File: src/rtl/vtimer_pkg.sv
package vtimer_pkg;
  localparam int unsigned ADDR_W = 3;

  typedef enum logic [ADDR_W-1:0] {
    REG_CTL  = 3'd0,
    REG_CVAL = 3'd1,
    REG_TVAL = 3'd2,
    REG_VCNT = 3'd3,
    REG_OFF  = 3'd4
  } reg_sel_e;
endpackage

File: src/rtl/vtimer_regs.sv
module vtimer_regs
  import vtimer_pkg::*;
#(
  parameter int unsigned CNT_W = 64,
  parameter int unsigned TV_W  = 32
) (
  input  logic              clk,
  input  logic              rst_n,
  input  logic              wr_en_i,
  input  logic [ADDR_W-1:0] addr_i,
  input  logic [CNT_W-1:0]  wdata_i,
  input  logic [CNT_W-1:0]  vcnt_i,
  output logic              en_q,
  output logic              mask_q,
  output logic [CNT_W-1:0]  cval_q,
  output logic [CNT_W-1:0]  off_q
);
  localparam int unsigned EXT_W = CNT_W - TV_W;

  // sign-extend the short down-count operand to full width
  function automatic logic [CNT_W-1:0] sext_tval(input logic [CNT_W-1:0] d);
    return {{EXT_W{d[TV_W-1]}}, d[TV_W-1:0]};
  endfunction

  // compare point reached after 'delta' more ticks of the effective count
  function automatic logic [CNT_W-1:0] tval_to_cval(input logic [CNT_W-1:0] vc,
                                                    input logic [CNT_W-1:0] d);
    return vc + sext_tval(d);
  endfunction

  logic wr_ctl, wr_cval, wr_tval, wr_off;
  assign wr_ctl  = wr_en_i && (addr_i == REG_CTL);
  assign wr_cval = wr_en_i && (addr_i == REG_CVAL);
  assign wr_tval = wr_en_i && (addr_i == REG_TVAL);
  assign wr_off  = wr_en_i && (addr_i == REG_OFF);

  always_ff @(posedge clk) begin
    if (!rst_n) begin
      en_q   <= 1'b0;
      mask_q <= 1'b0;
      cval_q <= '0;
      off_q  <= '0;
    end else begin
      if (wr_ctl) begin
        en_q   <= wdata_i[0];
        mask_q <= wdata_i[1];
      end
      if (wr_cval)      cval_q <= wdata_i;
      else if (wr_tval) cval_q <= tval_to_cval(vcnt_i, wdata_i);
      if (wr_off)       off_q  <= wdata_i;
    end
  end

  assert_off_load_R7: assert property (@(posedge clk) disable iff (!rst_n)
    wr_off |=> off_q == $past(wdata_i));

  assert_ctl_load_R8: assert property (@(posedge clk) disable iff (!rst_n)
    wr_ctl |=> (en_q == $past(wdata_i[0])) && (mask_q == $past(wdata_i[1])));

  assert_cval_hold_R6: assert property (@(posedge clk) disable iff (!rst_n)
    !(wr_cval || wr_tval) |=> $stable(cval_q));

  assert_off_hold_R8: assert property (@(posedge clk) disable iff (!rst_n)
    !wr_off |=> $stable(off_q));
endmodule

File: src/rtl/vtimer_eval.sv
module vtimer_eval #(
  parameter int unsigned CNT_W = 64
) (
  input  logic             clk,
  input  logic             rst_n,
  input  logic             virt_mode_i,
  input  logic [CNT_W-1:0] sys_cnt_i,
  input  logic [CNT_W-1:0] off_q,
  input  logic [CNT_W-1:0] cval_q,
  input  logic             en_q,
  input  logic             mask_q,
  output logic [CNT_W-1:0] vcnt_o,
  output logic             status_o,
  output logic             irq_o
);
  // offset seen by the timebase: only the virtual instance is shifted
  function automatic logic [CNT_W-1:0] eff_offset(input logic virt,
                                                  input logic [CNT_W-1:0] off);
    return virt ? off : '0;
  endfunction

  // unsigned, wrapping difference between counter and offset
  function automatic logic [CNT_W-1:0] shifted_count(input logic [CNT_W-1:0] cnt,
                                                     input logic [CNT_W-1:0] off);
    return cnt - off;
  endfunction

  logic [CNT_W-1:0] eff_off;
  logic             reached;

  assign eff_off  = eff_offset(virt_mode_i, off_q);
  assign vcnt_o   = shifted_count(sys_cnt_i, eff_off);
  assign reached  = (vcnt_o >= cval_q);
  assign status_o = en_q & reached;
  assign irq_o    = status_o & ~mask_q;

  assert_status_needs_en_R3: assert property (@(posedge clk) disable iff (!rst_n)
    status_o |-> en_q);

  assert_irq_gated_R4: assert property (@(posedge clk) disable iff (!rst_n)
    irq_o |-> (status_o && !mask_q));

  assert_phys_no_offset_R9: assert property (@(posedge clk) disable iff (!rst_n)
    !virt_mode_i |-> (vcnt_o == sys_cnt_i));

  assert_reset_quiet_R1: assert property (@(posedge clk)
    !rst_n |=> !irq_o);
endmodule

File: src/rtl/vtimer_rdmux.sv
module vtimer_rdmux
  import vtimer_pkg::*;
#(
  parameter int unsigned CNT_W = 64,
  parameter int unsigned TV_W  = 32
) (
  input  logic [ADDR_W-1:0] addr_i,
  input  logic              en_q,
  input  logic              mask_q,
  input  logic              status_i,
  input  logic [CNT_W-1:0]  cval_q,
  input  logic [CNT_W-1:0]  off_q,
  input  logic [CNT_W-1:0]  vcnt_i,
  output logic [CNT_W-1:0]  rdata_o
);
  localparam int unsigned PAD_W = CNT_W - TV_W;
  localparam int unsigned CTL_PAD = CNT_W - 3;

  // remaining ticks to the compare point, truncated to the short view
  function automatic logic [CNT_W-1:0] tval_view(input logic [CNT_W-1:0] cv,
                                                 input logic [CNT_W-1:0] vc);
    logic [CNT_W-1:0] diff;
    diff = cv - vc;
    return {{PAD_W{1'b0}}, diff[TV_W-1:0]};
  endfunction

  always_comb begin
    unique case (addr_i)
      REG_CTL:  rdata_o = {{CTL_PAD{1'b0}}, status_i, mask_q, en_q};
      REG_CVAL: rdata_o = cval_q;
      REG_TVAL: rdata_o = tval_view(cval_q, vcnt_i);
      REG_VCNT: rdata_o = vcnt_i;
      REG_OFF:  rdata_o = off_q;
      default:  rdata_o = '0;
    endcase
  end
endmodule

File: src/rtl/vtimer_cmp.sv
module vtimer_cmp
  import vtimer_pkg::*;
#(
  parameter int unsigned CNT_W = 64,
  parameter int unsigned TV_W  = 32
) (
  input  logic              clk,
  input  logic              rst_n,
  input  logic              virt_mode_i,
  input  logic [CNT_W-1:0]  sys_cnt_i,
  input  logic              wr_en_i,
  input  logic [ADDR_W-1:0] addr_i,
  input  logic [CNT_W-1:0]  wdata_i,
  output logic [CNT_W-1:0]  rdata_o,
  output logic              irq_o
);
  logic             en_q, mask_q, status;
  logic [CNT_W-1:0] cval_q, off_q, vcnt;

  vtimer_regs #(.CNT_W(CNT_W), .TV_W(TV_W)) u_regs (
    .clk     (clk),
    .rst_n   (rst_n),
    .wr_en_i (wr_en_i),
    .addr_i  (addr_i),
    .wdata_i (wdata_i),
    .vcnt_i  (vcnt),
    .en_q    (en_q),
    .mask_q  (mask_q),
    .cval_q  (cval_q),
    .off_q   (off_q)
  );

  vtimer_eval #(.CNT_W(CNT_W)) u_eval (
    .clk         (clk),
    .rst_n       (rst_n),
    .virt_mode_i (virt_mode_i),
    .sys_cnt_i   (sys_cnt_i),
    .off_q       (off_q),
    .cval_q      (cval_q),
    .en_q        (en_q),
    .mask_q      (mask_q),
    .vcnt_o      (vcnt),
    .status_o    (status),
    .irq_o       (irq_o)
  );

  vtimer_rdmux #(.CNT_W(CNT_W), .TV_W(TV_W)) u_rdmux (
    .addr_i   (addr_i),
    .en_q     (en_q),
    .mask_q   (mask_q),
    .status_i (status),
    .cval_q   (cval_q),
    .off_q    (off_q),
    .vcnt_i   (vcnt),
    .rdata_o  (rdata_o)
  );

  assert_status_tracks_irq_R4: assert property (@(posedge clk) disable iff (!rst_n)
    (status && !mask_q) |-> irq_o);
endmodule

File: config.mk
export PLATFORM = sky130hd
export DESIGN_NAME = vtimer_cmp
export DESIGN_NICKNAME = d
export VERILOG_FILES = /design/src/rtl/vtimer_pkg.sv /design/src/rtl/vtimer_regs.sv /design/src/rtl/vtimer_eval.sv /design/src/rtl/vtimer_rdmux.sv /design/src/rtl/vtimer_cmp.sv
export SDC_FILE = /design/constraint.sdc
export NUM_CORES = 1
export LEC_CHECK = 0
export BUFFER_PORTS_ARGS = -buffer_cell sky130_fd_sc_hd__clkbuf_2
export CORE_UTILIZATION = 26
export CTS_BUF_LIST = sky130_fd_sc_hd__clkbuf_4
export CTS_CLUSTER_SIZE = 30
export DETAILED_ROUTE_END_ITERATION = 8
export GPL_ROUTABILITY_DRIVEN = 1
export HOLD_SLACK_MARGIN = 0.12
export PLACE_DENSITY = 0.45
export SETUP_SLACK_MARGIN = 0.1
export SLEW_MARGIN = 30
export SYNTH_ARGS = -nofsm -noshare
export SYNTH_HDL_FRONTEND = slang
export SYNTH_HIERARCHICAL = 1
export SYNTH_SLANG_ARGS = --single-unit
export TNS_END_PERCENT = 100
File: constraint.sdc
create_clock -name clk -period 6.85 [get_ports clk]
set_clock_uncertainty 0.15 [all_clocks]
set_input_delay 1.0275 -clock clk [delete_from_list [all_inputs] [get_ports clk]]
set_output_delay 1.0275 -clock clk [all_outputs]
set_load 0.1 [all_outputs]
==> results of run 1 <==
==> cells by family after synthesis <==
| group | share of synthesized area |
|---|---|
| AO/OA/AOI/OAI | 0.313 |
| XOR/XNOR | 0.0679 |
| adder cells (fa/ha/maj) | 0.161 |
| buffers and inverters | 0.0644 |
| flip-flops | 0.147 |
| multiplexers | 0.0392 |
| AND/OR/NAND/NOR | 0.208 |
==> cells in the final DEF (no fill, tap or decap), types with 19 or more instances in the layout <==
cell type  Yosys  routed
a21o_1       105     104
a21oi_1      341     324
a31oi_1       28      23
and3_1        25      21
buf_12         0      62
buf_4          0     464
clkbuf_2       4     136
clkbuf_4       0      19
dfxtp_1      130     129
ha_1         222     208
inv_1        144     139
mux2i_1       67      67
nand2_1      450     445
nand3_1       49      46
nand4_1       48      48
nor2_1       147     147
nor3_1        28      25
o211ai_1      23      23
o21ai_0      154     113
o21ai_1        9      39
o21bai_1      24      24
xnor2_1       76      67
xor2_1        61      58
==> cell usage after synthesis (all sizes together) (24+ instances only) <==
master | instances | area, um^2
a31oi | 28 | 175
dfxtp | 130 | 2600
xor2 | 61 | 534
nor3 | 29 | 150
xnor2 | 76 | 666
clkbuf | 135 | 512
mux2i | 67 | 671
o221ai | 25 | 219
and3 | 25 | 156
o21ai | 167 | 851
o21bai | 24 | 180
nand4 | 48 | 300
ha | 222 | 2780
a21o | 105 | 788
inv | 144 | 541
a21oi | 341 | 1710
nand3 | 50 | 255
nand2 | 450 | 1690
nor2 | 147 | 552
==> critical path: cells and delay by family <==
family / cells / cell delay (ns)
and+or+nand+nor: 6 / 0.57
muxes: 1 / 0.17
buffers and inverters: 14 / 1.80
adders and majority gates: 2 / 0.55
xor gates and xnor gates: 1 / 0.19
AOI/OAI and AO/OA: 13 / 2.03
==> how the worst max path moves through the flow <==
| stage | from | to | cells past startpoint |
|---|---|---|---|
| 6_report | virt_mode_i | rdata_o[2] | 37 |
| 5_1_grt | u_regs/off_q[0] | rdata_o[2] | 28 |
| 4_1_cts | virt_mode_i | rdata_o[2] | 30 |
| 3_5_place_dp | virt_mode_i | rdata_o[2] | 28 |
| 3_3_place_gp | virt_mode_i | rdata_o[2] | 29 |
| 2_1_floorplan | virt_mode_i | rdata_o[2] | 26 |
==> area by class of cell <==
cell class,instances,area share
Clock buffer,19,0.00569
Inverter,144,0.0217
Timing Repair Buffer,678,0.223
Antenna cell,4,0.000399
Clock inverter,13,0.00759
Multi-Input combinational cell,2136,0.594
Tap cell,873,0.0436
Sequential cell,130,0.104
==> repair_timing <==
item / CTS / global route
pin swaps: 22 / 65
gates resized for setup: 55 / 105
setup buffers: 11 / 24
hold buffers: 0 / 0
endpoints found under the setup margin: 18 / 21
==> state kept, by name, summed over array words and instances, names as in the netlist <==
register and cells:
u_regs/cval_q 64, u_regs/mask_q 1, u_regs/en_q 1, u_regs/off_q 64
==> where the power goes <==
part           total, uW  internal [uW]  switching (uW)
Clock                688            328             360
Combinational       2780           1180            1610
Sequential           833            792            40.7
Total               4310           2300            2010
==> per-stage QoR <==
step	cells	cell area, um^2	hold slack, ns	power [uW]	util
final	3997	25100	0.327	4310	0.372
after floorplan	2563	17900	0.299	2450	-
after global routing	3997	25100	0.275	4600	0.372
after detailed placement	3930	23700	0.311	3490	0.352
after global placement	3930	23700	0.307	3480	0.352
after CTS	3973	24400	0.240	4240	0.362
==> metal layers <==
metal	global-route usage	up-vias	wire length [um]
li1	-	10312	-
met1	0.299	9898	37100
met2	0.381	542	37100
met3	0.0314	93	3500
met4	0.0493	0	1440
met5	0	-	0
==> metrics.yaml, run 1 <==
layout-drive-gt1-share: 0.281
cts-root-buf: "clkbuf_4"
synth_flop_cell: "dfxtp_1"
min_period_over_period: 1.11
crit_top_cell: "buf_6"
wire_per_inst_um: 19.8
cts_tree: "built"
grt_max_degree: 65
worstSetupStartpointType: "input port"
maxCapViolCount: 0
clock_sinks: 130
rsz0062_at_grt: "yes"
critical_path_class: "input port to output port"
area_delta_synth_final_pct: 41.7
finalCriticalPeriod_ns: 7.59
reg2reg_slack_ns: 0.41
clockBufferDepth: 2
cpPeakStageDelay_ns: 0.31
drc: 0
ys_seq_area_frac: 0.147
fill_cells: 7113
routed_via_density: 5.22
ys_warn_count: 6
initial_core_util: 0.263
grt_use_total: 0.224
status: "complete, but fails checks"
synth_area_mm2: 0.0177
grt-ovfl-total: 0
dieWidth_um: 263
finalSetupViolCount: 15
drt_first_pass_iters: 5
r2r_cells: 37
gp_congestion: 0.925
grt_pass1_vias: 20751
core_mm2: 0.0673
avgSynthCellArea_um2: 6.90
post-place-ws_ns: -1.37
hold_viol: 0
grt_pass1_wl_mm: 121
clock.fmax_mhz: 132
critPathMaxFanout: 8
finalNetCount: 3467
worstSkewPairLatency_ns: 0.76
slowest_stage: "o2111a_1"
wl_mm: 79.1
synth_edf_count: 0
layout_setup_ws_ns: -0.738
leakage_uw: 0.0109
numCtsBuffers: 17
clk_pin_slew_worst_paths_ns: 0.14
dp_hpwl_mm: 64.0
hp-class: "flop to flop"
r2r-end: "u_regs/cval_q[54]"
ir_worst_vdd_v: 0.0000846
worstPathArrival_ns: 6.41
syn_nets: 2923
ys_ff_latch: 130
antenna_found_initial: 3
htreeDepth: 4
min_path_cells: 2
io_buffer_count: 199
violations: "setup timing"
multiInputGateArea_mm2: 0.0149
regArea_mm2: 0.00261
vias: 20845
worst_pin_slew_ns: 0.935
ios: 200
die_area_mm2: 0.0690
maxSlewViolCount: 0
required_ns: 5.67
setup_tns_ns: -5.40
slew_headroom: 0.377
drtIter0Drc: 1455
critPathCaptureType: "output port"
r2r-start: "u_regs/off_q[0]"
fp-row-count: 95
synthArstFlopShare: 0
hold_end: "u_regs/off_q[60]"
detail-route-antenna-nets: 0
ys_types: 85
hp-start: "u_regs/off_q[60]"
synth_cells: 2563
die_h_um: 263
power_density_mw_per_mm2: 172
Power figures use the tool's default switching activity.
==> run 2, diff against run 1 <==
==> constraint.sdc (replaced) <==
create_clock -name clk -period 6.85 [get_ports clk]
set_clock_uncertainty 0.15 [all_clocks]
set_input_delay 0.685 -clock clk [delete_from_list [all_inputs] [get_ports clk]]
set_output_delay 0.685 -clock clk [all_outputs]
set_load 0.1 [all_outputs]
==> metrics.yaml, run 2 (synthesis gave the netlist of run 1 again) <==
status: "complete, but fails checks"
violations: "setup timing"
drc: 0
finalSetupViolCount: 2
grt_max_degree: 63
layout-drive-gt1-share: 0.218
clock.fmax_mhz: 135
worst_pin_slew_ns: 1.01
r2r_cells: 25
slowest_stage: "fa_2"
cts-root-buf: "clkbuf_4"
numCtsBuffers: 17
maxCapViolCount: 0
final_common_cell: "nand2_1"
grt_pass1_vias: 20277
layout_setup_ws_ns: -0.545
wl_mm: 77.4
critPathMaxFanout: 4
routed_via_density: 5.29
gp_congestion: 0.916
crit_top_cell: "buf_4"
initial_core_util: 0.263
grt_use_total: 0.220
rsz0062_at_grt: "yes"
htreeDepth: 4
cts_tree: "built"
maxSlewViolCount: 0
hold_viol: 0
clk_pin_slew_worst_paths_ns: 0.12
hp-class: "input port to flop"
dieWidth_um: 263
ir_worst_vdd_v: 0.000115
holdWs_ns: 0.251
cpPeakStageDelay_ns: 0.36
setup_tns_ns: -1.01
clock_sinks: 130
worstPathArrival_ns: 6.56
wire_per_inst_um: 19.9
top_regs: "u_regs/cval_q: 64 flops, u_regs/off_q: 64 flops"
min_path_cells: 4
io_buffer_count: 199
antenna_found_initial: 3
worstSetupStartpointType: "flop"
grt_pass1_wl_mm: 119
grt-ovfl-total: 0
ios: 200
die_h_um: 263
drt_first_pass_iters: 5
required_ns: 6.01
dpl_cell_area_mm2: 0.0222
min_period_over_period: 1.08
finalNetCount: 3371
worstSkewPairLatency_ns: 0.77
critPathCaptureType: "output port"
vias: 20653
slew_headroom: 0.323
leakage_uw: 0.0102
fin_area_mm2: 0.0236
detail-route-antenna-nets: 0
clockBufferDepth: 2
die_area_mm2: 0.0690
dp_hpwl_mm: 61.5
power_density_mw_per_mm2: 172
mostFrequentLayoutCells: "nand2_1, a21oi_1, buf_4"
drtIter0Drc: 1615
critical_path_class: "flop to output port"
area_delta_synth_final_pct: 33.5
finalCriticalPeriod_ns: 7.40
fp-row-count: 95
core_mm2: 0.0673
==> run 2: cell count changes in the layout (fill, tap and decap cells not counted), sizes merged <==
cell,previous run,this run
buf,542,365
clkinv,7,8
clkbuf,155,172
dlygate4sd3,0,63
clkinvlp,2,3
bufinv,5,4
==> run 2: layer usage <==
layer  vias to the layer above  global-route usage  part of all wire
met5                         -                   0           0.00017
met1                      9922               0.291              0.46
met3                        76              0.0243             0.045
met2                       546               0.374              0.47
li1                      10107                   -                 -
met4                         2              0.0626             0.022
==> run 2: repair_timing <==
| item | 4_1_cts | 5_1_grt |
|---|---|---|
| pin swaps | 29 | 32 |
| hold endpoints to repair | 120 | 0 |
| hold buffers | 63 | 0 |
| setup buffers | 11 | 11 |
| endpoints found under the setup margin | 10 | 14 |
| gates resized for setup | 41 | 33 |
==> run 2: report_power, final <==
part	switching (uW)	internal, uW	total [uW]
clock	387	292	679
sequential	36.0	793	829
combinational	1530	1020	2560
==> run 2: metrics by stage <==
stage	total power (uW)	cells	worst slack [ns]	util
2_1_floorplan	2430	2563	-0.0630	-
3_3_place_gp	3300	3780	-0.780	0.329
3_5_place_dp	3310	3780	-0.927	0.329
4_1_cts	4060	3886	-0.645	0.348
5_1_grt	4340	3901	-0.972	0.351
6_report	4060	3901	-0.545	0.351
==> run 2: worst paths after layout <==
kind	start	endpoint	slack, ns
setup / recovery	u_regs/off_q[0]	rdata_o[2]	-0.55
hold / removal	wr_en_i	u_regs/off_q[1]	0.25
setup reg to reg	u_regs/off_q[14]	u_regs/cval_q[52]	1.04
hold reg to reg	u_regs/off_q[55]	u_regs/off_q[55]	0.33
==> run 2: cell type report <==
type                       instances  area (um^2)
fill                            7246        43700
multi-input combinational       2136        14300
timing repair buffer             582         4680
sequential                       130         2610
tap                              873         1090
inverter                         144          542
clock inverter                    14          189
clock buffer                      18          135
antenna                            4         10.0
==> run 2: critical path, delay by kind of cell (launching register included) <==
family                   cells  cell delay (ns)
AO/OA/AOI/OAI               13             2.38
AND/OR/NAND/NOR              6             1.20
multiplexers                 1             0.07
buffers and inverters        6             0.87
flip-flops                   1             0.35
XOR/XNOR                     1             0.12
adder cells (fa/ha/maj)      3             0.79
==> run 3, diff against run 2 <==
CORE_UTILIZATION = 56   (was 26)
PLACE_DENSITY = 0.82   (was 0.45)
==> metrics.yaml, run 3 (synthesis gave the netlist of run 1 again) <==
comb_power_share: 0.623
finalSetupViolCount: 2
status: "complete, but fails checks"
ir_worst_vdd_v: 0.000173
dieWidth_um: 180
drtIter0Drc: 2491
slowest_stage: "a211o_1"
mostFrequentLayoutCells: "nand2_1, a21oi_1, buf_4"
routed_via_density: 6.50
hp-class: "input port to flop"
dp_hpwl_mm: 53.4
cpPeakStageDelay_ns: 0.41
multiInputGateArea_mm2: 0.0144
drt_first_pass_iters: 9
clock_sinks: 130
fp-row-count: 64
crit_top_cell: "a211oi_2"
crit_start: "u_regs/off_q[0]"
top_regs: "u_regs/cval_q: 64 flops, u_regs/off_q: 64 flops"
fill_cells: 2608
cts-root-buf: "clkbuf_4"
worst_pin_slew_ns: 1.01
place_inst: 3254
worstSkewPairLatency_ns: 0.65
setup_tns_ns: -0.317
p_seq_frac: 0.208
fin_cells: 3330
clk_pin_slew_worst_paths_ns: 0.14
critPathMaxFanout: 3
switchingPower_uw: 1920
hold_viol: 0
finalCriticalPeriod_ns: 7.15
vias: 21634
required_ns: 6.01
worstPathArrival_ns: 6.32
htreeDepth: 4
wl_mm: 70.0
regArea_mm2: 0.00261
antenna_found_initial: 3
grt_max_degree: 65
grt_pass1_vias: 20130
area_delta_synth_final_pct: 24.3
pwr-share-clk: 0.170
leakage_uw: 0.00977
gp_congestion: 1.06
path_delay_family: "compound AO/OA/AOI/OAI gates"
finalNetCount: 3278
min_period_over_period: 1.04
maxCapViolCount: 0
ios: 200
swShare: 0.481
die_area_mm2: 0.0323
hp-start: "wdata_i[15]"
total_power_uw: 3990
initial_core_util: 0.573
rsz0062_at_grt: "yes"
r2r-start: "u_regs/off_q[0]"
critical_path_class: "flop to output port"
p_int_uw: 2070
layout_setup_ws_ns: -0.302
grt_pass1_wl_mm: 108
cts_tree: "built"
detail-route-antenna-nets: 0
post-place-ws_ns: -0.515
final_common_cell: "nand2_1"
numCtsBuffers: 17
clock.fmax_mhz: 140
wire_per_inst_um: 21.0
critPathCaptureType: "output port"
cp_num_buf_inv: 5
grt_use_total: 0.419
layout-drive-gt1-share: 0.201
drc: 11
grt-ovfl-total: 0
worstSetupStartpointType: "flop"
violations: "DRC, setup timing"
core_mm2: 0.0308
die_h_um: 180
maxSlewViolCount: 0
power_density_mw_per_mm2: 182
fin_util: 0.713
io_buffer_count: 199
slew_headroom: 0.329
clockBufferDepth: 2
[run 3: area by class of cell]
| cell class | instances | area share |
|---|---|---|
| diodes | 3 | 0.000342 |
| multi-input cells | 2136 | 0.653 |
| well taps | 396 | 0.0226 |
| inverters | 144 | 0.0247 |
| repair buffers | 489 | 0.165 |
| clock buffers | 17 | 0.00581 |
| clock inverters | 15 | 0.00968 |
| flip-flops and latches | 130 | 0.119 |
[run 3: worst reg2reg max path, delay by kind of cell, from the launching register on]
family | cells | cell delay [ns]
fa+ha+maj | 3 | 0.71
xor+xnor | 2 | 0.32
buf+inv | 6 | 0.83
compound gates | 13 | 2.66
simple gates | 4 | 0.75
flops | 1 | 0.38
[run 3: stage by stage]
step | hold slack, ns | instance area (um^2)
floorplan | 0.295 | 17800
global placement | 0.307 | 20900
detailed placement | 0.313 | 20900
CTS | 0.120 | 21700
global route | 0.109 | 22000
finish | 0.162 | 22000
[run 3: worst paths after layout]
| path | slack, ns | endpoint | depth (start not counted) |
|---|---|---|---|
| worst max-delay path | -0.30 | rdata_o[2] | 29 |
| worst max register to register | 0.91 | u_regs/cval_q[52] | 28 |
| worst min-delay path | 0.16 | u_regs/off_q[15] | 3 |
| worst min register to register | 0.33 | u_regs/off_q[57] | 2 |
[run 3: layer usage]
metal	vias to the layer above	part of all wire	global-route usage
met5	-	0.00013	0
met4	2	0.033	0.142
met3	201	0.11	0.0873
met2	1388	0.43	0.653
met1	10101	0.42	0.572
li1	9942	-	-
[run 3: timing repair]
action	in CTS	in global routing
hold buffers	28	0
setup endpoints to repair	6	14
buffers inserted	7	6
pin swaps	27	14
resized for setup	24	47
hold endpoints to repair	31	0
[run 3: power by group through the flow]
stage / logic [uW] / registers (uW) / clock network, uW
final: 2490 / 829 / 678
after CTS: 2380 / 827 / 691
after global placement: 2290 / 843 / 0
after floorplan: 1600 / 831 / 0
after detailed placement: 2330 / 844 / 0
after global routing: 2660 / 833 / 715
